==> src/rtl/xfp_pkg.sv <==
package xfp_pkg;
    localparam int STATUS_W  = 12;
    localparam int ST_TX_OVF = 11;
    localparam int ST_TX_UNF = 10;
    localparam int ST_RX_OVF = 9;
    localparam int ST_RX_UNF = 8;
    localparam int ST_TX_FUL = 7;
    localparam int ST_TX_EMP = 6;
    localparam int ST_RX_FUL = 5;
    localparam int ST_RX_EMP = 4;
    localparam int ST_TX_RDY = 3;
    localparam int ST_RX_RDY = 2;
endpackage

==> src/rtl/xfp_lane_fmt.sv <==
module xfp_lane_fmt #(
    parameter int       BYTES = 4,
    parameter logic [7:0] FILL = 8'hFF,
    localparam int      CW    = $clog2(BYTES)
) (
    input  logic               word_mode,
    input  logic [8*BYTES-1:0] data_i,
    input  logic [CW-1:0]      nbytes_i,
    output logic [8*BYTES-1:0] data_o,
    output logic [CW-1:0]      nbytes_o
);
    assign nbytes_o = word_mode ? nbytes_i : '0;

    for (genvar i = 0; i < BYTES; i++) begin : g_lane
        assign data_o[8*i +: 8] = (CW'(i) <= nbytes_o) ? data_i[8*i +: 8] : FILL;
    end
endmodule

==> src/rtl/xfp_fifo_core.sv <==
module xfp_fifo_core #(
    parameter int W     = 34,
    parameter int DEPTH = 8,
    localparam int AW   = $clog2(DEPTH),
    localparam int CNTW = $clog2(DEPTH + 1)
) (
    input  logic            clk,
    input  logic            rst_n,
    input  logic            clear,
    input  logic            push,
    input  logic [W-1:0]    push_data,
    input  logic            pop,
    output logic [W-1:0]    pop_data,
    output logic [CNTW-1:0] count,
    output logic            full,
    output logic            empty,
    output logic            ovf,
    output logic            unf
);
    typedef struct packed {
        logic [DEPTH-1:0][W-1:0] mem;
        logic [AW-1:0]           wp;
        logic [AW-1:0]           rp;
        logic [CNTW-1:0]         cnt;
        logic                    ovf;
        logic                    unf;
    } st_t;

    st_t st_d, st_q;

    function automatic logic [AW-1:0] bump(input logic [AW-1:0] p);
        return (p == AW'(DEPTH - 1)) ? '0 : p + AW'(1);
    endfunction

    always_comb begin
        logic is_full, is_empty, do_push, do_pop;
        st_d     = st_q;
        is_full  = (st_q.cnt == CNTW'(DEPTH));
        is_empty = (st_q.cnt == '0);
        do_push  = push && !is_full;
        do_pop   = pop && !is_empty;
        if (clear) begin
            st_d.wp  = '0;
            st_d.rp  = '0;
            st_d.cnt = '0;
            st_d.ovf = 1'b0;
            st_d.unf = 1'b0;
        end else begin
            if (push && is_full) st_d.ovf = 1'b1;
            if (pop && is_empty) st_d.unf = 1'b1;
            if (do_push) begin
                st_d.mem[st_q.wp] = push_data;
                st_d.wp           = bump(st_q.wp);
            end
            if (do_pop) st_d.rp = bump(st_q.rp);
            st_d.cnt = st_q.cnt + CNTW'(do_push) - CNTW'(do_pop);
        end
    end

    always_ff @(posedge clk or negedge rst_n) begin
        if (!rst_n) st_q <= '0;
        else        st_q <= st_d;
    end

    assign full     = (st_q.cnt == CNTW'(DEPTH));
    assign empty    = (st_q.cnt == '0);
    assign count    = st_q.cnt;
    assign ovf      = st_q.ovf;
    assign unf      = st_q.unf;
    assign pop_data = empty ? '0 : st_q.mem[st_q.rp];

    assert_cnt_bound_R5: assert property (@(posedge clk) disable iff (!rst_n)
        st_q.cnt <= CNTW'(DEPTH));
    assert_ovf_sticky_R3: assert property (@(posedge clk) disable iff (!rst_n)
        st_q.ovf && !clear |=> st_q.ovf);
    assert_unf_sticky_R4: assert property (@(posedge clk) disable iff (!rst_n)
        st_q.unf && !clear |=> st_q.unf);
    assert_drop_full_R3: assert property (@(posedge clk) disable iff (!rst_n)
        full && push && !pop && !clear |=> full && ovf);
    assert_empty_pop_R4: assert property (@(posedge clk) disable iff (!rst_n)
        empty && pop && !push && !clear |=> empty && unf);
endmodule

==> src/rtl/xfer_fifo_pair.sv <==
module xfer_fifo_pair #(
    parameter int DATA_W = 32,
    parameter int DEPTH  = 8,
    localparam int BYTES = DATA_W / 8,
    localparam int CW    = $clog2(BYTES),
    localparam int THR_W = $clog2(DEPTH),
    localparam int CNTW  = $clog2(DEPTH + 1),
    localparam int TX_W  = DATA_W + CW
) (
    input  logic                         clk,
    input  logic                         rst_n,
    input  logic                         word_mode,
    input  logic [THR_W-1:0]             rd_thresh,
    input  logic [THR_W-1:0]             wr_thresh,
    input  logic                         flush_set,
    output logic                         flush_busy,
    input  logic                         bus_tx_push,
    input  logic [DATA_W-1:0]            bus_tx_data,
    input  logic [CW-1:0]                bus_tx_nbytes,
    input  logic                         eng_tx_pop,
    output logic [DATA_W-1:0]            eng_tx_data,
    output logic [CW-1:0]                eng_tx_nbytes,
    input  logic                         eng_rx_push,
    input  logic [DATA_W-1:0]            eng_rx_data,
    input  logic [CW-1:0]                eng_rx_nbytes,
    input  logic                         bus_rx_pop,
    output logic [DATA_W-1:0]            bus_rx_data,
    output logic [CW-1:0]                bus_rx_nbytes,
    output logic [xfp_pkg::STATUS_W-1:0] status
);
    import xfp_pkg::*;

    typedef struct packed {
        logic flush;
    } ctl_t;

    ctl_t ctl_d, ctl_q;

    always_comb begin
        ctl_d       = ctl_q;
        ctl_d.flush = flush_set;
    end

    always_ff @(posedge clk or negedge rst_n) begin
        if (!rst_n) ctl_q <= '0;
        else        ctl_q <= ctl_d;
    end

    assign flush_busy = ctl_q.flush;

    logic [DATA_W-1:0] tx_fmt_data, rx_fmt_data;
    logic [CW-1:0]     tx_fmt_nb, rx_fmt_nb;

    xfp_lane_fmt #(.BYTES(BYTES), .FILL(8'hFF)) u_tx_fmt (
        .word_mode(word_mode), .data_i(bus_tx_data), .nbytes_i(bus_tx_nbytes),
        .data_o(tx_fmt_data), .nbytes_o(tx_fmt_nb));

    xfp_lane_fmt #(.BYTES(BYTES), .FILL(8'h00)) u_rx_fmt (
        .word_mode(word_mode), .data_i(eng_rx_data), .nbytes_i(eng_rx_nbytes),
        .data_o(rx_fmt_data), .nbytes_o(rx_fmt_nb));

    logic [TX_W-1:0] tx_head, rx_head;
    logic [CNTW-1:0] tx_cnt, rx_cnt;
    logic tx_full, tx_empty, tx_ovf, tx_unf;
    logic rx_full, rx_empty, rx_ovf, rx_unf;

    xfp_fifo_core #(.W(TX_W), .DEPTH(DEPTH)) u_tx_q (
        .clk(clk), .rst_n(rst_n), .clear(ctl_q.flush),
        .push(bus_tx_push), .push_data({tx_fmt_nb, tx_fmt_data}),
        .pop(eng_tx_pop), .pop_data(tx_head), .count(tx_cnt),
        .full(tx_full), .empty(tx_empty), .ovf(tx_ovf), .unf(tx_unf));

    xfp_fifo_core #(.W(TX_W), .DEPTH(DEPTH)) u_rx_q (
        .clk(clk), .rst_n(rst_n), .clear(ctl_q.flush),
        .push(eng_rx_push), .push_data({rx_fmt_nb, rx_fmt_data}),
        .pop(bus_rx_pop), .pop_data(rx_head), .count(rx_cnt),
        .full(rx_full), .empty(rx_empty), .ovf(rx_ovf), .unf(rx_unf));

    assign {eng_tx_nbytes, eng_tx_data} = tx_head;
    assign {bus_rx_nbytes, bus_rx_data} = rx_head;

    logic [CNTW-1:0] tx_free;
    logic            tx_rdy, rx_rdy;

    assign tx_free = CNTW'(DEPTH) - tx_cnt;
    assign tx_rdy  = tx_free > CNTW'(wr_thresh);
    assign rx_rdy  = rx_cnt > CNTW'(rd_thresh);

    always_comb begin
        status            = '0;
        status[ST_TX_OVF] = tx_ovf;
        status[ST_TX_UNF] = tx_unf;
        status[ST_RX_OVF] = rx_ovf;
        status[ST_RX_UNF] = rx_unf;
        status[ST_TX_FUL] = tx_full;
        status[ST_TX_EMP] = tx_empty;
        status[ST_RX_FUL] = rx_full;
        status[ST_RX_EMP] = rx_empty;
        status[ST_TX_RDY] = tx_rdy;
        status[ST_RX_RDY] = rx_rdy;
    end

    assert_flush_selfclear_R8: assert property (@(posedge clk) disable iff (!rst_n)
        flush_busy && !flush_set |=> !flush_busy);
    assert_flush_empties_R8: assert property (@(posedge clk) disable iff (!rst_n)
        flush_busy |=> status[ST_TX_EMP] && status[ST_RX_EMP]
                       && !status[ST_TX_OVF] && !status[ST_RX_UNF]);
    assert_full_empty_excl_R5: assert property (@(posedge clk) disable iff (!rst_n)
        !(status[ST_TX_FUL] && status[ST_TX_EMP]) && !(status[ST_RX_FUL] && status[ST_RX_EMP]));
    assert_rx_rdy_nonempty_R6: assert property (@(posedge clk) disable iff (!rst_n)
        status[ST_RX_RDY] |-> !status[ST_RX_EMP]);
    assert_tx_rdy_notfull_R7: assert property (@(posedge clk) disable iff (!rst_n)
        status[ST_TX_RDY] |-> !status[ST_TX_FUL]);
    assert_empty_zero_R4: assert property (@(posedge clk) disable iff (!rst_n)
        status[ST_TX_EMP] |-> eng_tx_data == '0);
endmodule

==> config.mk <==
export PLATFORM = sky130hd
export DESIGN_NAME = xfer_fifo_pair
export DESIGN_NICKNAME = d
export VERILOG_FILES = /design/src/rtl/xfp_pkg.sv /design/src/rtl/xfp_lane_fmt.sv /design/src/rtl/xfp_fifo_core.sv /design/src/rtl/xfer_fifo_pair.sv
export SDC_FILE = /design/constraint.sdc
export NUM_CORES = 1
export LEC_CHECK = 0
export BUFFER_PORTS_ARGS = -buffer_cell sky130_fd_sc_hd__buf_4
export CAP_MARGIN = 15
export CORE_ASPECT_RATIO = 1.5
export CORE_MARGIN = 3
export CORE_UTILIZATION = 55
export CTS_CLUSTER_SIZE = 10
export DETAILED_ROUTE_END_ITERATION = 8
export HOLD_SLACK_MARGIN = 0.02
export PLACE_DENSITY_LB_ADDON = 0.2
export SLEW_MARGIN = 40
export SYNTH_ARGS = -nofsm -noshare
export SYNTH_HDL_FRONTEND = slang
export SYNTH_SLANG_ARGS = --single-unit
==> constraint.sdc <==
create_clock -name clk -period 2.75 [get_ports clk]
set_clock_uncertainty 0.15 [all_clocks]
set_input_delay 0.55 -clock clk [delete_from_list [all_inputs] [get_ports clk]]
set_output_delay 0.55 -clock clk [all_outputs]
set_load 0.1 [all_outputs]
==> summary.txt <==
Yosys
  – Area share of the largest cell type after synthesis: 56.7%
  – Seq/Total Area, Yosys: 56.7%
  – Synth Area per Inst: 11.7 um2
  – Synth unique cells: 42
  – Post-synthesis register bit count: 569
  – Cell taking the most area after synthesis: dfrtp_1
  – Gate Count Post-Synth: 2,140
  – Mapped Area: 25,100 um2
  – Synth warn: 0
  – Post-synth EDFFs: 0
  – Top FF cell, synth: dfrtp_1
  – Async S/R FF share, synth: 100%
  – Top post-synthesis cells by area: dfrtp_1 57%, mux4_2 12%, o21ai_0 8.3%

Global routing
  – Largest net degree at the start of global routing: 85
  – Global route hottest layer: met2
  – Gr ovfl total: 0
  – First-pass GRT wire length: 104 mm
  – Initial antenna violation count: 0
  – GRT met2 Usage: between 40% and 50%
  – M1 GR Usage: 33.3%
  – Met3 GRT Util: 4.93%
  – Global-route usage over all layers: 27.2%
  – Vias in the first global route: 18,800

Layout
  – Register area: around 14,000 um2
  – Final instance area: 31,400 um2
  – Multi-input gate area: 10,500 um2
  – Area delta synth->final: 25.1%
  – Layout cells sized above 1: approximately 30%
  – Final std cells w/o fill: 2,920
  – Final nets: 2,440
  – N_diodes: 0
  – Fillers: between 3,000 and 4,000

Timing
  – RSZ-0062 raised after global routing: yes
  – Setup TNS after final layout: -16,980 ps
  – Final setup violation count: just under 70
  – Max-slew headroom: 53.1%
  – Tcrit/Tclk final: 112%
  – Setup ws final: -318 ps
  – Fin crit period: 3070 ps
  – Max Freq: 326 MHz
  – Slew Limit Fails: 0
  – Worst Tran Pin Value: 703 ps
  – Final Hold Viols: 0

Detailed routing
  – Vias: 17,500
  – Initial DRT Pass Iterations: 5
  – Vias/cell: 6.01
  – DRT iter0 DRCs: roughly 1,300
  – Post-route ant nets: 0
  – DRC: 0
  – Wirelength, routed: 65.1 mm
  – Post-DR wirelength/cell: 22.3 um

Floorplan
  – DIE WIDTH: about 180 um
  – IO Count: 163
  – Area of the die: slightly below 50,000 um2
  – Initial core utilization: 55.9%
  – Die Ht: 268 um
  – Row count: between 90 and 100
  – Core Box Area: 44,900 um2

Placed design
  – Placed Instance Area: 27,500 um2
  – Placed cells: 2,789
  – GPL Wtd Cong: between 0.7 and 0.8
  – Port-buffer cells: 160
  – Post-detail-place hpwl: about 37 mm

Hold path
  – HP Start: bus_tx_push
  – Hold Crit Class: input port to register

Pwr
  – Pleak: 0.0144 uW
  – Power Density: 1100 nW/um2
  – Peak supply drop: between 1 and 1.5 mV

Worst setup path
  – Worst-path fanout max: 8
  – R2R depth: 9
  – Internal reg-to-reg setup slack: 120 ps
  – Crit path DAT: 2370 ps
  – Setup crit end: bus_rx_data[20]
  – R2r endpoint: u_rx_q.st_q[205]
  – Worst path cell trace: buf_12, buf_16, mux4_2, a22o_4, buf_12
  – Critical-path top delay cell: mux4_2
  – Worst Setup Start Kind: register
  – Largest stage delay on the critical path: around 540 ps
  – Reg2reg start: u_rx_q.count[2]
  – WP data required: 2050 ps
  – CP Depth: 5
  – Worst setup path start: u_rx_q.st_q[6]
  – Crit Path Class: register to output port
  – Worst Path Buf+Inv: 3
  – Most frequent CP cell: buf_12
  – Crit-path leading delay family: multiplexers
  – Endpoint class of the critical path: output port

CTS
  – CTS buffer count: 67
  – Clock Path Buffers: 3
  – Worst skew pair latency: around 570 ps
  – CTS tree: done
  – TritonCTS Sinks: 569
  – Clk slew on worst S/H paths: 60 ps
  – CTS HTree Levels: 3
  – Clock root cell: clkbuf_16

Outcome
  – Failing checks: setup timing
  – Status: finished with violations

Job
  – Number of max-cap violations: 0
-- area by class of cell --
class	count	area share, %
repair buffers	293	12.7
clock buffers	76	5.74
flip-flops and latches	569	45.4
clock inverters	3	0.0677
well taps	582	2.32
multi-input cells	1376	33.6
inverters	21	0.251
-- cell families (layout without fill, tap and decap cells) --
family,after synthesis,in the layout,share of synthesized area [%]
xor gates and xnor gates,5,5,0.174
and+or+nand+nor,571,571,9.14
muxes,259,259,17.8
AOI/OAI and AO/OA,509,509,11.2
DFF,569,569,56.7
buffers and inverters,196,393,3.40
other,1,2,0.0149
adders and majority gates,30,30,1.55
-- layout by cell type (no fill, tap or decap), drive strengths merged, types with 2 or more instances in the layout --
cell type    instances
a22o                68
mux2               120
nor2b                8
nand3                6
nand2              482
o21a                 3
buf                288
and2                 3
nand3b               2
nand2b               5
ha                  28
xor2                 2
and3                 2
inv                 22
nor3b                2
clkbuf              79
nor2                39
mux2i                3
o21ai              420
conb                 2
nand4b               5
mux4               136
dlygate4sd3          2
a21oi               16
or3                 10
fa                   2
dfrtp              569
or3b                 2
or4                  2
nand4                2
xnor2                3
-- through the flow --
step | util, % | hold WS, ps | setup WS (ps) | power (uW)
floorplan | - | 104 | -128 | 20500
global placement | 61.1 | 303 | 183 | 23200
detailed placement | 61.1 | 311 | 148 | 23600
CTS | 69.1 | 47.8 | -337 | 34200
global route | 69.9 | 81.4 | -370 | 36100
finish | 69.9 | 79.9 | -318 | 34700
-- worst register-to-register path: stages (launching register included) --
cell     delay, ps
dfrtp_1        350
inv_2           60
buf_4          130
ha_1           180
nor3b_2        160
buf_4          160
or3_2          800
buf_12         300
nand2_1        100
o21ai_0        100
-- cell usage after synthesis (12+ instances only) --
cell / n
dfrtp_1: 569
nand2_1: 482
o21ai_0: 419
mux4_2: 136
clkbuf_1: 125
mux2_2: 111
a22o_1: 68
nor2_1: 39
ha_1: 28
buf_2: 26
inv_1: 21
a21oi_1: 16
buf_4: 12
-- layer usage --
metal,vias to the layer above,routed length (um),part of all wire [%]
met5,-,0,0
met4,0,2160,3.3
met3,143,3640,5.6
met2,545,34300,53
met1,8979,25000,38
li1,7868,-,-
-- registers in the layout, summed over array words and instances (netlist names) --
| register | flops |
|---|---|
| u_rx_q.count | 4 |
| u_tx_q.count | 4 |
| u_rx_q.unf | 1 |
| u_tx_q.unf | 1 |
| u_rx_q.ovf | 1 |
| u_tx_q.st_q | 278 |
| u_tx_q.ovf | 1 |
| u_rx_q.st_q | 278 |
| flush_busy | 1 |
-- power by group --
part	total [uW]	switching, uW	internal, uW
logic	15700	9130	6620
clock network	7790	3210	4580
registers	11100	996	10100
total	34700	13300	21300
-- worst min path at each step --
stage,to,slack [ps],depth (start not counted)
floorplan,flush_busy,100,0
global placement,u_tx_q.st_q[252],300,2
detailed placement,u_tx_q.st_q[252],310,2
CTS,u_rx_q.unf,50,3
global route,u_rx_q.unf,80,3
finish,u_tx_q.ovf,80,3
-- repair_timing --
action | 4_1_cts | 5_1_grt
hold buffers | 2 | 0
setup endpoints to repair | 70 | 94
setup buffers | 29 | 6
cloned | 12 | 4
hold endpoints to repair | 48 | 0
gates resized for setup | 255 | 57
pin swaps | 29 | 21
Note: power is estimated with default switching activity, not from simulation.
